### config.mk
export PLATFORM = sky130hd
export DESIGN_NAME = lin_rxhdr_master
export DESIGN_NICKNAME = d
export VERILOG_FILES = /design/src/rtl/lin_rxhdr_pkg.sv /design/src/rtl/lin_cmd_collect.sv /design/src/rtl/lin_hdr_tx.sv /design/src/rtl/lin_rx_byte.sv /design/src/rtl/lin_resp_ctrl.sv /design/src/rtl/lin_rxhdr_master.sv
export SDC_FILE = /design/constraint.sdc
export NUM_CORES = 1
export LEC_CHECK = 0
export BUFFER_PORTS_ARGS = -buffer_cell sky130_fd_sc_hd__buf_2
export CAP_MARGIN = 20
export CORE_ASPECT_RATIO = 1.75
export CORE_MARGIN = 5
export CORE_UTILIZATION = 42
export DETAILED_ROUTE_END_ITERATION = 16
export PLACE_DENSITY = 0.62
export SYNTH_ARGS = -nofsm -noshare
export SYNTH_HDL_FRONTEND = slang
export SYNTH_SLANG_ARGS = --single-unit
### constraint.sdc
create_clock -name clk -period 3 [get_ports clk]
set_input_delay 0.3 -clock clk [delete_from_list [all_inputs] [get_ports clk]]
set_output_delay 0.3 -clock clk [all_outputs]
set_load 0.03 [all_outputs]
### src/rtl/lin_rxhdr_pkg.sv
package lin_rxhdr_pkg;

  typedef enum logic [1:0] {
    ST_COLLECT = 2'd0,
    ST_HDR     = 2'd1,
    ST_RESP    = 2'd2
  } seq_state_e;

  typedef struct packed {
    logic [7:0]  pid;
    logic [7:0]  nbytes;
    logic        chk_en;
    logic [11:0] tmo;
  } frame_cmd_t;

  // control byte fields
  localparam int CTL_CHK_BIT = 7;
  localparam int CTL_DIR_BIT = 4;

  // status write-one-to-clear bit positions
  localparam int STB_RDY  = 0;
  localparam int STB_DONE = 1;
  localparam int STB_CKE  = 2;
  localparam int STB_TMO  = 3;

  // header bit at position idx: break, delimiter, sync frame, identifier frame
  function automatic logic hdr_bit(input int idx, input int brk, input logic [7:0] pid);
    logic [9:0] fr;
    int k;
    if (idx < brk) return 1'b0;
    if (idx == brk) return 1'b1;
    k = idx - brk - 1;
    if (k < 10) begin
      fr = {1'b1, 8'h55, 1'b0};
    end else begin
      fr = {1'b1, pid, 1'b0};
      k  = k - 10;
    end
    return fr[k[3:0]];
  endfunction

  // classic checksum step: 8-bit add with end-around carry
  function automatic logic [7:0] chk_add(input logic [7:0] a, input logic [7:0] b);
    logic [8:0] s;
    s = {1'b0, a} + {1'b0, b};
    return s[7:0] + {7'd0, s[8]};
  endfunction

endpackage

### src/rtl/lin_cmd_collect.sv
module lin_cmd_collect
  import lin_rxhdr_pkg::*;
(
  input  logic        clk,
  input  logic        rst_n,
  input  logic        accept,
  input  logic        wr_cmd,
  input  logic [7:0]  wr_byte,
  output frame_cmd_t  cmd,
  output logic [1:0]  wcnt,
  output logic        launch,
  output logic        discard,
  output logic        byte_taken
);

  logic [7:0] pid_q, cnt_q, ctl_q, tlo_q;
  logic       take;
  logic       unused_ctl;

  assign take       = accept & wr_cmd;
  assign launch     = take & (wcnt == 2'd3) & ~ctl_q[CTL_DIR_BIT];
  assign discard    = take & (wcnt == 2'd3) &  ctl_q[CTL_DIR_BIT];
  assign byte_taken = take & (wcnt != 2'd3);
  assign unused_ctl = ^ctl_q[6:5];

  always_ff @(posedge clk or negedge rst_n) begin
    if (!rst_n) begin
      wcnt  <= 2'd0;
      pid_q <= 8'd0;
      cnt_q <= 8'd0;
      ctl_q <= 8'd0;
      tlo_q <= 8'd0;
    end else if (take) begin
      unique case (wcnt)
        2'd0: pid_q <= wr_byte;
        2'd1: cnt_q <= wr_byte;
        2'd2: ctl_q <= wr_byte;
        default: tlo_q <= wr_byte;
      endcase
      wcnt <= wcnt + 2'd1;
    end
  end

  // timeout low byte is taken from the launching write itself
  always_comb begin
    cmd.pid    = pid_q;
    cmd.nbytes = cnt_q;
    cmd.chk_en = ctl_q[CTL_CHK_BIT];
    cmd.tmo    = {ctl_q[3:0], (take && wcnt == 2'd3) ? wr_byte : tlo_q};
  end

endmodule

### src/rtl/lin_hdr_tx.sv
module lin_hdr_tx
  import lin_rxhdr_pkg::*;
#(
  parameter int BREAK_BITS = 13,
  localparam int HDR_BITS = BREAK_BITS + 21,
  localparam int IDX_W    = $clog2(HDR_BITS + 1)
) (
  input  logic             clk,
  input  logic             rst_n,
  input  logic             start,
  input  logic             tick,
  input  logic [7:0]       pid,
  output logic             tx,
  output logic             busy,
  output logic             act,
  output logic [IDX_W-1:0] idx,
  output logic             done_evt
);

  localparam logic [IDX_W-1:0] LAST = IDX_W'(HDR_BITS - 1);

  logic pend;

  assign busy     = pend | act;
  assign done_evt = act & tick & (idx == LAST);

  always_ff @(posedge clk or negedge rst_n) begin
    if (!rst_n) begin
      pend <= 1'b0;
      act  <= 1'b0;
      idx  <= '0;
      tx   <= 1'b1;
    end else begin
      if (start) pend <= 1'b1;
      if (tick) begin
        if (pend) begin
          pend <= 1'b0;
          act  <= 1'b1;
          idx  <= '0;
          tx   <= hdr_bit(0, BREAK_BITS, pid);
        end else if (act) begin
          if (idx == LAST) begin
            act <= 1'b0;
            tx  <= 1'b1;
          end else begin
            idx <= idx + 1'b1;
            tx  <= hdr_bit(int'(idx) + 1, BREAK_BITS, pid);
          end
        end
      end
    end
  end

endmodule

### src/rtl/lin_rx_byte.sv
module lin_rx_byte (
  input  logic       clk,
  input  logic       rst_n,
  input  logic       en,
  input  logic       tick,
  input  logic       rx,
  output logic       valid,
  output logic [7:0] data
);

  logic       busy;
  logic [3:0] bitn;
  logic [7:0] sh;

  always_ff @(posedge clk or negedge rst_n) begin
    if (!rst_n) begin
      busy  <= 1'b0;
      bitn  <= 4'd0;
      sh    <= 8'd0;
      valid <= 1'b0;
      data  <= 8'd0;
    end else begin
      valid <= 1'b0;
      if (!en) begin
        busy <= 1'b0;
        bitn <= 4'd0;
      end else if (tick) begin
        if (!busy) begin
          if (!rx) begin
            busy <= 1'b1;
            bitn <= 4'd0;
          end
        end else if (bitn < 4'd8) begin
          sh   <= {rx, sh[7:1]};
          bitn <= bitn + 4'd1;
        end else begin
          busy <= 1'b0;
          if (rx) begin
            valid <= 1'b1;
            data  <= sh;
          end
        end
      end
    end
  end

endmodule

### src/rtl/lin_resp_ctrl.sv
module lin_resp_ctrl
  import lin_rxhdr_pkg::*;
#(
  parameter int TMO_W = 12
) (
  input  logic             clk,
  input  logic             rst_n,
  input  logic             start,
  input  logic             active,
  input  logic             tick,
  input  logic             byte_valid,
  input  logic [7:0]       byte_data,
  input  logic [7:0]       nbytes,
  input  logic             chk_en,
  input  logic [TMO_W-1:0] tmo,
  output logic             data_evt,
  output logic             err_evt,
  output logic             done_evt,
  output logic             tmo_evt,
  output logic [8:0]       got,
  output logic [8:0]       total
);

  logic [7:0]       sum;
  logic [TMO_W-1:0] tcnt;
  logic [8:0]       nb9;
  logic             last_byte;
  logic             tmo_hit;

  assign nb9       = {1'b0, nbytes};
  assign total     = nb9 + {8'd0, chk_en};
  assign data_evt  = active & byte_valid & (got < nb9);
  assign err_evt   = active & byte_valid & ~(got < nb9) & (byte_data != ~sum);
  assign last_byte = active & byte_valid & ((got + 9'd1) == total);
  assign done_evt  = last_byte | (active & (total == 9'd0));
  assign tmo_hit   = ({1'b0, tcnt} + (TMO_W+1)'(1)) == {1'b0, tmo};
  assign tmo_evt   = active & ~done_evt & tick & (tmo != '0) & tmo_hit;

  always_ff @(posedge clk or negedge rst_n) begin
    if (!rst_n) begin
      got  <= 9'd0;
      sum  <= 8'd0;
      tcnt <= '0;
    end else if (start) begin
      got  <= 9'd0;
      sum  <= 8'd0;
      tcnt <= '0;
    end else if (active) begin
      if (byte_valid) got <= got + 9'd1;
      if (data_evt)   sum <= chk_add(sum, byte_data);
      if (tick)       tcnt <= tcnt + 1'b1;
    end
  end

endmodule

### src/rtl/lin_rxhdr_master.sv
module lin_rxhdr_master
  import lin_rxhdr_pkg::*;
#(
  parameter int DATA_W      = 32,
  parameter int BREAK_BITS  = 13,
  parameter int SYNC_STAGES = 2,
  localparam int LANE_LSB = DATA_W - 8,
  localparam int HDR_BITS = BREAK_BITS + 21,
  localparam int IDX_W    = $clog2(HDR_BITS + 1),
  localparam int TMO_W    = 12
) (
  input  logic              clk,
  input  logic              rst_n,
  input  logic              wr_en,
  input  logic              wr_sel,
  input  logic [DATA_W-1:0] wr_data,
  input  logic              baud_tick,
  input  logic              lin_rx,
  output logic              lin_tx,
  output logic [7:0]        rx_data,
  output logic              rx_valid,
  output logic              txrdy,
  output logic              frame_done,
  output logic              cksum_err,
  output logic              rsp_timeout
);

  seq_state_e       state;
  frame_cmd_t       cmd;
  logic [1:0]       wcnt;
  logic             cmd_wr, stat_wr;
  logic             launch, discard, byte_taken;
  logic             hdr_busy, hdr_act, hdr_done;
  logic [IDX_W-1:0] hdr_idx;
  logic             hdr_in_break;
  logic             rx_s;
  logic             byte_valid;
  logic [7:0]       byte_data;
  logic             data_evt, err_evt, done_evt, tmo_evt;
  logic [8:0]       got, total;
  logic             frame_end;
  logic             unused_wr;

  assign cmd_wr       = wr_en & ~wr_sel;
  assign stat_wr      = wr_en &  wr_sel;
  assign frame_end    = done_evt | tmo_evt;
  assign hdr_in_break = hdr_act & (hdr_idx < IDX_W'(BREAK_BITS));
  assign unused_wr    = ^wr_data[LANE_LSB-1:4] ^ hdr_busy;

  // receive line synchronizer
  generate
    if (SYNC_STAGES == 0) begin : g_nosync
      assign rx_s = lin_rx;
    end else begin : g_sync
      logic [SYNC_STAGES-1:0] stg;
      for (genvar i = 0; i < SYNC_STAGES; i++) begin : g_stage
        always_ff @(posedge clk or negedge rst_n) begin
          if (!rst_n) stg[i] <= 1'b1;
          else        stg[i] <= (i == 0) ? lin_rx : stg[(i == 0) ? 0 : i-1];
        end
      end
      assign rx_s = stg[SYNC_STAGES-1];
    end
  endgenerate

  lin_cmd_collect u_cmd (
    .clk        (clk),
    .rst_n      (rst_n),
    .accept     (state == ST_COLLECT),
    .wr_cmd     (cmd_wr),
    .wr_byte    (wr_data[DATA_W-1:LANE_LSB]),
    .cmd        (cmd),
    .wcnt       (wcnt),
    .launch     (launch),
    .discard    (discard),
    .byte_taken (byte_taken)
  );

  lin_hdr_tx #(.BREAK_BITS(BREAK_BITS)) u_hdr (
    .clk      (clk),
    .rst_n    (rst_n),
    .start    (launch),
    .tick     (baud_tick),
    .pid      (cmd.pid),
    .tx       (lin_tx),
    .busy     (hdr_busy),
    .act      (hdr_act),
    .idx      (hdr_idx),
    .done_evt (hdr_done)
  );

  lin_rx_byte u_rx (
    .clk   (clk),
    .rst_n (rst_n),
    .en    (state == ST_RESP),
    .tick  (baud_tick),
    .rx    (rx_s),
    .valid (byte_valid),
    .data  (byte_data)
  );

  lin_resp_ctrl #(.TMO_W(TMO_W)) u_resp (
    .clk        (clk),
    .rst_n      (rst_n),
    .start      (hdr_done),
    .active     (state == ST_RESP),
    .tick       (baud_tick),
    .byte_valid (byte_valid),
    .byte_data  (byte_data),
    .nbytes     (cmd.nbytes),
    .chk_en     (cmd.chk_en),
    .tmo        (cmd.tmo),
    .data_evt   (data_evt),
    .err_evt    (err_evt),
    .done_evt   (done_evt),
    .tmo_evt    (tmo_evt),
    .got        (got),
    .total      (total)
  );

  assign rx_valid = data_evt;
  assign rx_data  = byte_data;

  always_ff @(posedge clk or negedge rst_n) begin
    if (!rst_n) begin
      state <= ST_COLLECT;
    end else begin
      unique case (state)
        ST_COLLECT: if (launch)    state <= ST_HDR;
        ST_HDR:     if (hdr_done)  state <= ST_RESP;
        ST_RESP:    if (frame_end) state <= ST_COLLECT;
        default:                   state <= ST_COLLECT;
      endcase
    end
  end

  // sticky flags: hardware set wins over write-one-to-clear
  always_ff @(posedge clk or negedge rst_n) begin
    if (!rst_n) begin
      txrdy       <= 1'b1;
      frame_done  <= 1'b0;
      cksum_err   <= 1'b0;
      rsp_timeout <= 1'b0;
    end else begin
      if (byte_taken | discard | frame_end)            txrdy <= 1'b1;
      else if (launch | (stat_wr & wr_data[STB_RDY]))  txrdy <= 1'b0;

      if (done_evt)                          frame_done <= 1'b1;
      else if (stat_wr & wr_data[STB_DONE])  frame_done <= 1'b0;

      if (err_evt)                           cksum_err <= 1'b1;
      else if (stat_wr & wr_data[STB_CKE])   cksum_err <= 1'b0;

      if (tmo_evt)                           rsp_timeout <= 1'b1;
      else if (stat_wr & wr_data[STB_TMO])   rsp_timeout <= 1'b0;
    end
  end

endmodule

==> impl_metrics.yaml, run 1 <==
detailed_routing:
  antenna_left: 0
  dr.pass1.iters: 5
  post-route-drc-count: 0
  detail_route.iter0.violations: 149
  vias: 4798
  viasPerCell: 5.64
  wl_mm: 14.7
  wl_per_cell_um: 17.3
synthesis:
  muxShareOfSynthArea: 0.121
  async_reset_ff_frac: 1.00
  syn_inst: 621
  ys_warn_count: 0
  synthSimpleGateAreaFrac: 0.169
  synthAdderAreaFrac: 0.0687
  synth_top_family_by_area: "simple AND/OR/NAND/NOR gates"
  syn-cell-area_um2: 6120
  synth_xor_area_frac: 0.0858
  synthTopCellsByArea: "dfrtp_1 39%, mux2_2 9.0%, ha_1 6.5%"
  ys_ff_latch: 100
  yosysTopAreaCellShare: 0.392
  ys_dominant_reg_cell: "dfrtp_1"
  synthDistinctLibCells: 65
  yosys.area.top_type: "dfrtp_1"
  yosysSeqAreaShare: 0.410
  synth_compound_area_frac: 0.122
  syn_area_per_cell_um2: 9.86
  synth_edf_count: 0
  synth_nets: 692
timing:
  rsz0062_at_grt: "yes"
  finalCriticalPeriod_ns: 2.84
  slew_viol_final: 0
  slew-limit-headroom: 0.512
  skew_ns: 0.0110
  finalSetupViolations: 0
  timing.fmax_mhz: 352
  worstMarginPinSlew_ns: 0.729
  min_period_over_period: 0.947
  hold_viol: 0
  setup_slack_ns: 0.160
setup_path:
  required_ns: 2.70
  cp-start-kind: "flip-flop"
  r2r_start: "u_resp.tcnt[0]"
  reg2reg_slack_ns: 0.23
  r2r_end: "state[1]"
  cp_max_fo: 4
  worstSetupStartpoint: "u_resp.got[1]"
  worst_setup_path_end_kind: "primary output"
  crit_end: "rx_valid"
  crit_type: "flip-flop to primary output"
  worst-r2r-cell-count: 9
  worst-endpoint-arrival_ns: 2.54
place:
  portBuffers: 31
  placed_area_um2: 6600
  place.gp.congestion: 0.891
  place_ws_ns: 0.0132
  dpl.hpwl_mm: 11.1
layout:
  layout_commonest_cell: "dfrtp_1"
  n_antenna_cell: 0
  layout_common_cells: "96 x dfrtp_1, 56 x nand2_1, 50 x nor2_1, 49 x mux2_2, 40 x o21ai_0"
  drive_above_1_share: 0.197
  regArea_um2: 2510
  nFillCells: 1349
  fin_area_um2: 6950
  final_util: 0.484
  area_growth_pct: 13.6
  fin_nets: 736
  multi_input_area_um2: 3490
floorplan:
  core_area_um2: 14400
  fp.dieH_um: 170
  num_rows: 58
  io_pins: 52
  initial_core_util: 0.426
  die_area_um2: 17200
  fp.dieW_um: 101
run_status:
  run_status: "completed"
cts:
  clock_path_buffers: 2
  cts_tree: "built"
  insertion_delay_ns: 0.34
  cts_setup_buffers: 0
  hold_buffers: 0
  clock_sinks: 100
  root_buffer: "clkbuf_16"
  cts_max_level: 3
  cts_made_buffers: 9
  clkSlewWorstSetupHoldPaths_ns: 0.07
global_routing:
  grt_max_degree: 54
  grt_pass1_wl_mm: 24.8
  antenna_found_initial: 0
  gr-usage-all-layers: 0.180
  gr-total-overflow: 0
  grt_pass1_vias: 5096
worst_hold_path:
  hold_path_class: "primary input to async pin"
power_and_ir_drop:
  ir_worst_vdd_mv: 0.289
  p_leak_nw: 3.10
  p_per_area_nw_per_um2: 385
run:
  maxCapViolCount: 0
flip-flops by register name, summed over array words and instances, names as in the netlist, 2 cells and up:
register and flops:
u_cmd.wcnt 2, state 2, u_rx.sh 8, u_resp.tcnt 12, u_hdr.idx 6, u_rx.data 8, u_cmd.tlo_q 8, u_cmd.ctl_q 6
u_rx.bitn 4, u_cmd.pid_q 8, u_resp.sum 8, u_resp.got 9, u_cmd.cnt_q 8
metrics by stage:
stage	total power, mW	TNS (ns)	cells	hold WS, ns
detailed placement	1.45	0	834	0.347
global route	2.78	-0.0147	850	0.0443
CTS	2.71	0	850	0.0317
finish	2.68	0	850	0.00224
global placement	1.45	0	834	0.347
floorplan	1.39	0	621	0.00441
cells by family (layout without fill, tap and decap cells):
kind of cell,after synthesis,after routing
AOI/OAI and AO/OA,119,119
xor gates and xnor gates,60,60
adders and majority gates,33,33
buffers and inverters,38,87
DFF,100,100
muxes,65,65
and+or+nand+nor,206,206
power breakdown:
group | internal (mW) | leakage (nW) | switching [mW]
Sequential | 1.35 | 1.28 | 0.00279
Clock | 0.737 | 0.150 | 0.514
Combinational | 0.0182 | 1.67 | 0.0544
worst min path at each step:
| stage | startpoint | endpoint | slack [ns] | cells past startpoint |
|---|---|---|---|---|
| 4_1_cts | rst_n | u_resp.got[8] | 0.03 | 1 |
| 3_3_place_gp | g_sync.stg[0] | rx_s | 0.35 | 0 |
| 5_1_grt | lin_rx | g_sync.stg[0] | 0.04 | 1 |
| 3_5_place_dp | g_sync.stg[0] | rx_s | 0.35 | 0 |
| 2_1_floorplan | rst_n | cksum_err | 0.004 | 0 |
| 6_report | rst_n | u_resp.got[8] | 0.002 | 1 |
cells in the mapped netlist, types with 3 or more instances:
master     n
a211oi_1  12
a21o_1     6
a21oi_1   24
a22o_1     4
a31oi_1    6
and2_1     5
and3_1     6
buf_2      3
clkbuf_1  14
dfrtp_1   96
dfstp_2    4
ha_1      32
inv_1     19
mux2_2    49
mux2i_1   13
nand2_1   56
nand2b_1   5
nand3_1   24
nand4_1   13
nor2_1    50
nor2b_1    8
nor3_1    11
nor4_1     6
o211ai_1   4
o21ai_0   40
or3_1      4
xnor2_1   37
xor2_1    23
area by class of cell:
type	count	share of cell area
repair buffers	51	0.0479
clock buffers	11	0.0335
flip-flops and latches	100	0.361
clock inverters	5	0.0122
multi-input cells	483	0.503
well taps	180	0.0324
inverters	20	0.0108
worst max-delay path: stages (launching register included):
cell	delay [ns]
dfrtp_1	0.43
ha_1	0.29
a21o_1	0.16
a211oi_1	0.27
nor3_1	0.10
a2111oi_2	0.36
buf_4	0.18
and2_1	0.19
buf_2	0.22
metal layers:
metal	wire length, µm	GRT usage	share of wire
met1	5830	0.203	0.40
met2	8040	0.333	0.55
met3	367	0.0202	0.025
met4	462	0.0775	0.031
met5	0	0	0
timing repair:
action	4_1_cts	5_1_grt
pin swaps	0	3
hold endpoints to repair	0	0
endpoints found under the setup margin	2	3
gates resized for setup	3	5
Power figures use the tool's default switching activity.
==> inputs of run 2 (changes only) <==
Settings changed: PLACE_DENSITY 0.62 to 0.65.
Clock period 3 ns to 2.4 ns, I/O delays scaled along.
==> run 2 against run 1 <==
The flow now finishes with violations (setup timing). First-iteration DRC count rose by 61%. Core utilization grew 7.5 points. Sequential power grew 25%. Global-route usage is 2.1 points higher. Hold slack gained 0.19 ns. Clock power grew 17%. Design area is 16% higher. Combinational power is 43% higher. Via count increased by 9.8%. Highest routed layer unchanged.
==> impl_metrics.yaml, run 2 (synthesis results as in run 1) <==
detailed_routing:
  antenna_left: 0
  vias: 5270
  post-route-drc-count: 0
  wl_mm: 16.6
  wl_per_cell_um: 17.5
  viasPerCell: 5.57
  dr.pass1.iters: 5
  detail_route.iter0.violations: 240
timing:
  worstMarginPinSlew_ns: 0.636
  finalCriticalPeriod_ns: 2.62
  skew_ns: 0.00734
  slew_viol_final: 0
  timing.fmax_mhz: 382
  setup_slack_ns: -0.216
  min_period_over_period: 1.09
  slew-limit-headroom: 0.576
  finalSetupViolations: 7
  hold_viol: 0
  rsz0062_at_grt: "yes"
power_and_ir_drop:
  power.switching_mw: 0.725
  power_switching_share: 0.222
  p_int_mw: 2.53
  p_leak_nw: 3.63
  p_total_mw: 3.26
  p_clk_frac: 0.449
  ir_worst_vdd_mv: 0.349
  pwr-share-comb: 0.032
  p_seq_frac: 0.519
  p_per_area_nw_per_um2: 406
setup_path:
  cp_common_cell: "xnor2_1"
  cp-start-kind: "flip-flop"
  worst-r2r-cell-count: 11
  path_depth: 11
  worst_setup_path_end_kind: "flip-flop"
  slowest_delay_ns: 0.41
  worst-endpoint-arrival_ns: 2.87
  cp_max_fo: 2
  crit_type: "flip-flop to flip-flop"
  critPathBufInv: 1
  r2r_end: "u_resp.sum[7]"
  crit_family: "compound AO/OA/AOI/OAI gates"
  r2r_start: "u_resp.sum[0]"
  critPathSlowestCell: "dfrtp_1"
  required_ns: 2.66
  reg2reg_slack_ns: -0.22
  path_cells: "ha_4 -> fa_2 -> a21o_1 -> a21oi_2 -> buf_4 -> xnor2_1 -> nand3_4 -> a2111oi_4 -> xnor2_1 -> xnor2_1 -> a211oi_1"
global_routing:
  grt_pass1_vias: 5587
  grt_max_degree: 47
  gr-usage-all-layers: 0.201
  antenna_found_initial: 0
  gr-total-overflow: 0
  grt_pass1_wl_mm: 27.6
place:
  place.gp.congestion: 0.885
  dp_cells: 912
  place_ws_ns: -0.429
  portBuffers: 31
  dpl.hpwl_mm: 12.5
layout:
  fin_cells: 946
  fin_nets: 832
  layout_commonest_cell: "buf_4"
  layout_common_cells: "105 x buf_4, 94 x dfrtp_1, 54 x nand2_1, 50 x nor2_1, 49 x mux2_2"
  area_growth_pct: 31.3
  top_regs: "u_resp.tcnt x12, u_resp.got x9"
  max_flop_register: "u_resp.tcnt"
  drive_above_1_share: 0.354
  final_util: 0.559
  n_antenna_cell: 0
  largest_reg_flops: 12
floorplan:
  initial_core_util: 0.426
  fp.dieH_um: 170
  die_area_um2: 17200
  fp.dieW_um: 101
  io_pins: 52
  num_rows: 58
  core_area_um2: 14400
cts:
  cts_max_level: 3
  clock_sinks: 100
  root_buffer: "clkbuf_16"
  cts_made_buffers: 9
  insertion_delay_ns: 0.35
  clkSlewWorstSetupHoldPaths_ns: 0.07
  cts_tree: "built"
  clock_path_buffers: 2
worst_hold_path:
  whs_path_depth: 4
  hold_path_class: "primary input to flip-flop"
  hp-start: "wr_data[1]"
  hold_path_end: "frame_done"
run:
  maxCapViolCount: 0
run_status:
  failed_checks: "setup timing"
  run_status: "finished, violations left"
==> run 2: changes by cell type in the layout (fill, tap and decap cells not counted), moves of 8 or more <==
cell / before / now
buf_4: 19 / 105
ha_1: 32 / 23
buf_6: 0 / 8
ha_4: 0 / 8
==> run 2: worst max path at each step <==
| stage | from | endpoint | slack, ns |
|---|---|---|---|
| after CTS | u_resp.sum[0] | u_resp.sum[7] | -0.21 |
| final | u_resp.sum[0] | u_resp.sum[7] | -0.22 |
| after global routing | u_resp.sum[0] | u_resp.sum[7] | -0.42 |
| after detailed placement | u_cmd.cnt_q[1] | u_resp.sum[5] | -0.43 |
| after global placement | u_cmd.cnt_q[1] | u_resp.sum[0] | -0.40 |
| after floorplan | u_rx.data[0] | u_resp.sum[7] | -0.15 |
==> run 2: layout make-up <==
| type | instances | area [µm²] |
|---|---|---|
| clock buffers | 11 | 233 |
| clock inverters | 5 | 62.6 |
| fillers | 1255 | 6330 |
| inverters | 20 | 78.8 |
| multi-input cells | 483 | 3820 |
| flip-flops and latches | 100 | 2510 |
| well taps | 180 | 225 |
| repair buffers | 147 | 1110 |
==> run 2: worst register-to-register path, delay by kind of cell (launching register included) <==
kind / cells / cell delay, ns
AO/OA/AOI/OAI: 4 / 0.90
adder cells (fa/ha/maj): 2 / 0.51
XOR/XNOR: 3 / 0.46
flip-flops: 1 / 0.41
buffers and inverters: 1 / 0.13
AND/OR/NAND/NOR: 1 / 0.13
==> run 2: what timing repair did <==
| action | in CTS | in global routing |
|---|---|---|
| cloned | 0 | 1 |
| setup endpoints to repair | 14 | 18 |
| hold endpoints to repair | 43 | 0 |
| setup buffers | 3 | 12 |
| hold buffers | 2 | 0 |
| pin swaps | 14 | 20 |
| resized for setup | 23 | 37 |
==> run 2: per-layer routing <==
metal / track usage / vias to the layer above / wire length, µm
met3: 0.0292 / 45 / 501
li1: - / 2513 / -
met1: 0.219 / 2586 / 6250
met2: 0.380 / 126 / 9260
met5: 0 / - / 0
met4: 0.0793 / 0 / 563
==> run 2: power by group through the flow <==
stage          sequential (mW)  clock [mW]  combinational [mW]
2_1_floorplan             1.72           0              0.0159
3_3_place_gp              1.72           0               0.101
3_5_place_dp              1.72           0               0.103
4_1_cts                   1.69        1.49               0.107
5_1_grt                   1.69        1.57               0.117
6_report                  1.69        1.46               0.104
==> run 2: per-stage QoR <==
step / hold slack, ns / instance area (µm²) / setup TNS, ns
2_1_floorplan: -0.0556 / 6220 / -0.164
3_3_place_gp: 0.288 / 7280 / -3.46
3_5_place_dp: 0.295 / 7280 / -3.93
4_1_cts: 0.194 / 7720 / -0.758
5_1_grt: 0.220 / 8040 / -2.38
6_report: 0.190 / 8040 / -0.843
==> inputs of run 3 (changes only) <==
Settings changed: CORE_UTILIZATION 42 to 55, PLACE_DENSITY 0.65 to 0.8.
==> run 3 against run 2 <==
The run still ends with setup timing left. Count of clock-buffer cells in the layout stayed put. Global-route usage grew 5.1 points. Critical path depth did not move. Cell count decreased by 6.4%. Combinational power barely moved. Sequential share of layout area increased by 0.81 points. Worst setup slack improved by 0.0078 ns. Core utilization increased by 15 points. First-iteration DRC count rose by 71%. Clock skew hardly changed. Critical path type unchanged. Hold slack got worse by 0.0039 ns.
==> impl_metrics.yaml, run 3 (synthesis results as in run 1) <==
power_and_ir_drop:
  power_switching_share: 0.229
  p_leak_nw: 3.56
  ir_worst_vdd_mv: 0.387
  power.switching_mw: 0.739
  p_int_mw: 2.48
  pwr-share-comb: 0.032
  p_per_area_nw_per_um2: 411
  p_clk_frac: 0.443
  p_total_mw: 3.22
  p_seq_frac: 0.525
floorplan:
  initial_core_util: 0.555
  die_area_um2: 13400
  num_rows: 51
  core_area_um2: 11000
  fp.dieW_um: 89.8
  fp.dieH_um: 150
  io_pins: 52
setup_path:
  required_ns: 2.67
  slowest_delay_ns: 0.42
  crit_type: "flip-flop to flip-flop"
  crit_family: "compound AO/OA/AOI/OAI gates"
  worst-endpoint-arrival_ns: 2.87
  worst_setup_path_end_kind: "flip-flop"
  r2r_start: "u_rx.data[0]"
  path_cells: "ha_4 -> fa_2 -> a21o_1 -> a21oi_2 -> buf_4 -> xnor2_2 -> nand3_4 -> a2111oi_4 -> xnor2_1 -> xnor2_1 -> a211oi_1"
  critPathBufInv: 1
  cp_max_fo: 2
  cp_common_cell: "xnor2_1"
  critPathSlowestCell: "dfrtp_2"
  worstSetupStartpoint: "u_rx.data[0]"
  cp-start-kind: "flip-flop"
timing:
  holdWs_ns: 0.186
  slew_viol_final: 0
  timing.fmax_mhz: 383
  rsz0062_at_grt: "yes"
  finalSetupViolations: 9
  hold_viol: 0
  min_period_over_period: 1.09
  setup_slack_ns: -0.208
  worstMarginPinSlew_ns: 0.599
  skew_ns: 0.00782
  finalCriticalPeriod_ns: 2.61
  slew-limit-headroom: 0.599
layout:
  drive_above_1_share: 0.349
  largest_reg_flops: 12
  area_growth_pct: 28.0
  fin_cells: 885
  layout_common_cells: "99 x buf_4, 94 x dfrtp_1, 54 x nand2_1, 49 x mux2_2, 48 x nor2_1"
  final_util: 0.710
  top_regs: "u_resp.tcnt x12, u_resp.got x9"
  fin_nets: 820
  max_flop_register: "u_resp.tcnt"
  n_antenna_cell: 0
  nFillCells: 749
  layout_commonest_cell: "buf_4"
run_status:
  run_status: "finished, violations left"
  failed_checks: "setup timing"
detailed_routing:
  viasPerCell: 6.17
  post-route-drc-count: 0
  vias: 5460
  dr.pass1.iters: 5
  detail_route.iter0.violations: 411
  antenna_left: 0
  wl_mm: 17.2
  wl_per_cell_um: 19.4
place:
  place.gp.congestion: 0.892
  dp_cells: 855
  dpl.hpwl_mm: 12.1
  place_ws_ns: -0.289
  portBuffers: 31
global_routing:
  gr-usage-all-layers: 0.252
  grt_max_degree: 43
  gr-total-overflow: 0
  grt_pass1_wl_mm: 27.4
  antenna_found_initial: 0
  grt_pass1_vias: 5788
run:
  maxCapViolCount: 0
worst_hold_path:
  hp-start: "wr_data[1]"
  hold_path_class: "primary input to flip-flop"
cts:
  root_buffer: "clkbuf_16"
  cts_tree: "built"
  clock_sinks: 100
  clkSlewWorstSetupHoldPaths_ns: 0.07
  cts_made_buffers: 9
  clock_path_buffers: 2
  cts_max_level: 3
  insertion_delay_ns: 0.35
run 3: changes by cell type in the layout (fill, tap and decap cells not counted), sizes merged:
| cell | previous run | this run |
|---|---|---|
| clkbuf | 12 | 11 |
| bufinv | 1 | 0 |
| clkinvlp | 3 | 1 |
| buf | 144 | 133 |
| inv | 19 | 21 |
run 3: tightest hold or removal path, delay by kind of cell:
family,cells,cell delay (ns)
AND/OR/NAND/NOR,3,0.19
buffers and inverters,1,0.08
run 3: cell type report:
class | instances | area (µm²) | area share
Tap cell | 132 | 165 | 0.0211
Sequential cell | 100 | 2510 | 0.320
Multi-Input combinational cell | 483 | 3810 | 0.487
Inverter | 20 | 75.1 | 0.00958
Clock buffer | 11 | 253 | 0.0323
Timing Repair Buffer | 135 | 982 | 0.125
Clock inverter | 4 | 33.8 | 0.00431
run 3: power groups by stage:
stage	logic (mW)	clock network (mW)	registers [mW]
2_1_floorplan	0.0159	0	1.72
3_3_place_gp	0.0966	0	1.72
3_5_place_dp	0.100	0	1.72
4_1_cts	0.104	1.44	1.69
5_1_grt	0.116	1.50	1.69
6_report	0.104	1.43	1.69
run 3: worst paths after layout:
kind,slack (ns),cells past startpoint,to
max,-0.21,11,u_resp.sum[7]
min,0.19,4,frame_done
max reg2reg,-0.21,11,u_resp.sum[7]
min reg2reg,0.36,0,rx_s
max in group asynchronous,1.31,3,u_cmd.cnt_q[5]
min in group asynchronous,0.42,2,u_rx.sh[4]
run 3: timing repair:
item | 4_1_cts | 5_1_grt
buffers inserted | 9 | 4
setup endpoints to repair | 13 | 13
pin swaps | 19 | 22
resized for setup | 20 | 35
hold endpoints to repair | 38 | 0
hold buffers | 2 | 0
run 3: routing by layer:
| metal | GRT usage | vias up | share of wire | wire [µm] |
|---|---|---|---|---|
| met4 | 0.138 | 0 | 0.054 | 928 |
| met5 | 0 | - | 0 | 0 |
| met2 | 0.475 | 188 | 0.54 | 9350 |
| met1 | 0.261 | 2711 | 0.36 | 6210 |
| met3 | 0.0433 | 84 | 0.039 | 670 |
| li1 | - | 2477 | - | - |
run 3: per-stage QoR:
stage / instance area (µm²) / setup TNS (ns)
after floorplan: 6220 / -0.164
after global placement: 7150 / -1.27
after detailed placement: 7150 / -1.35
after CTS: 7610 / -0.497
after global routing: 7830 / -2.08
final: 7830 / -0.672
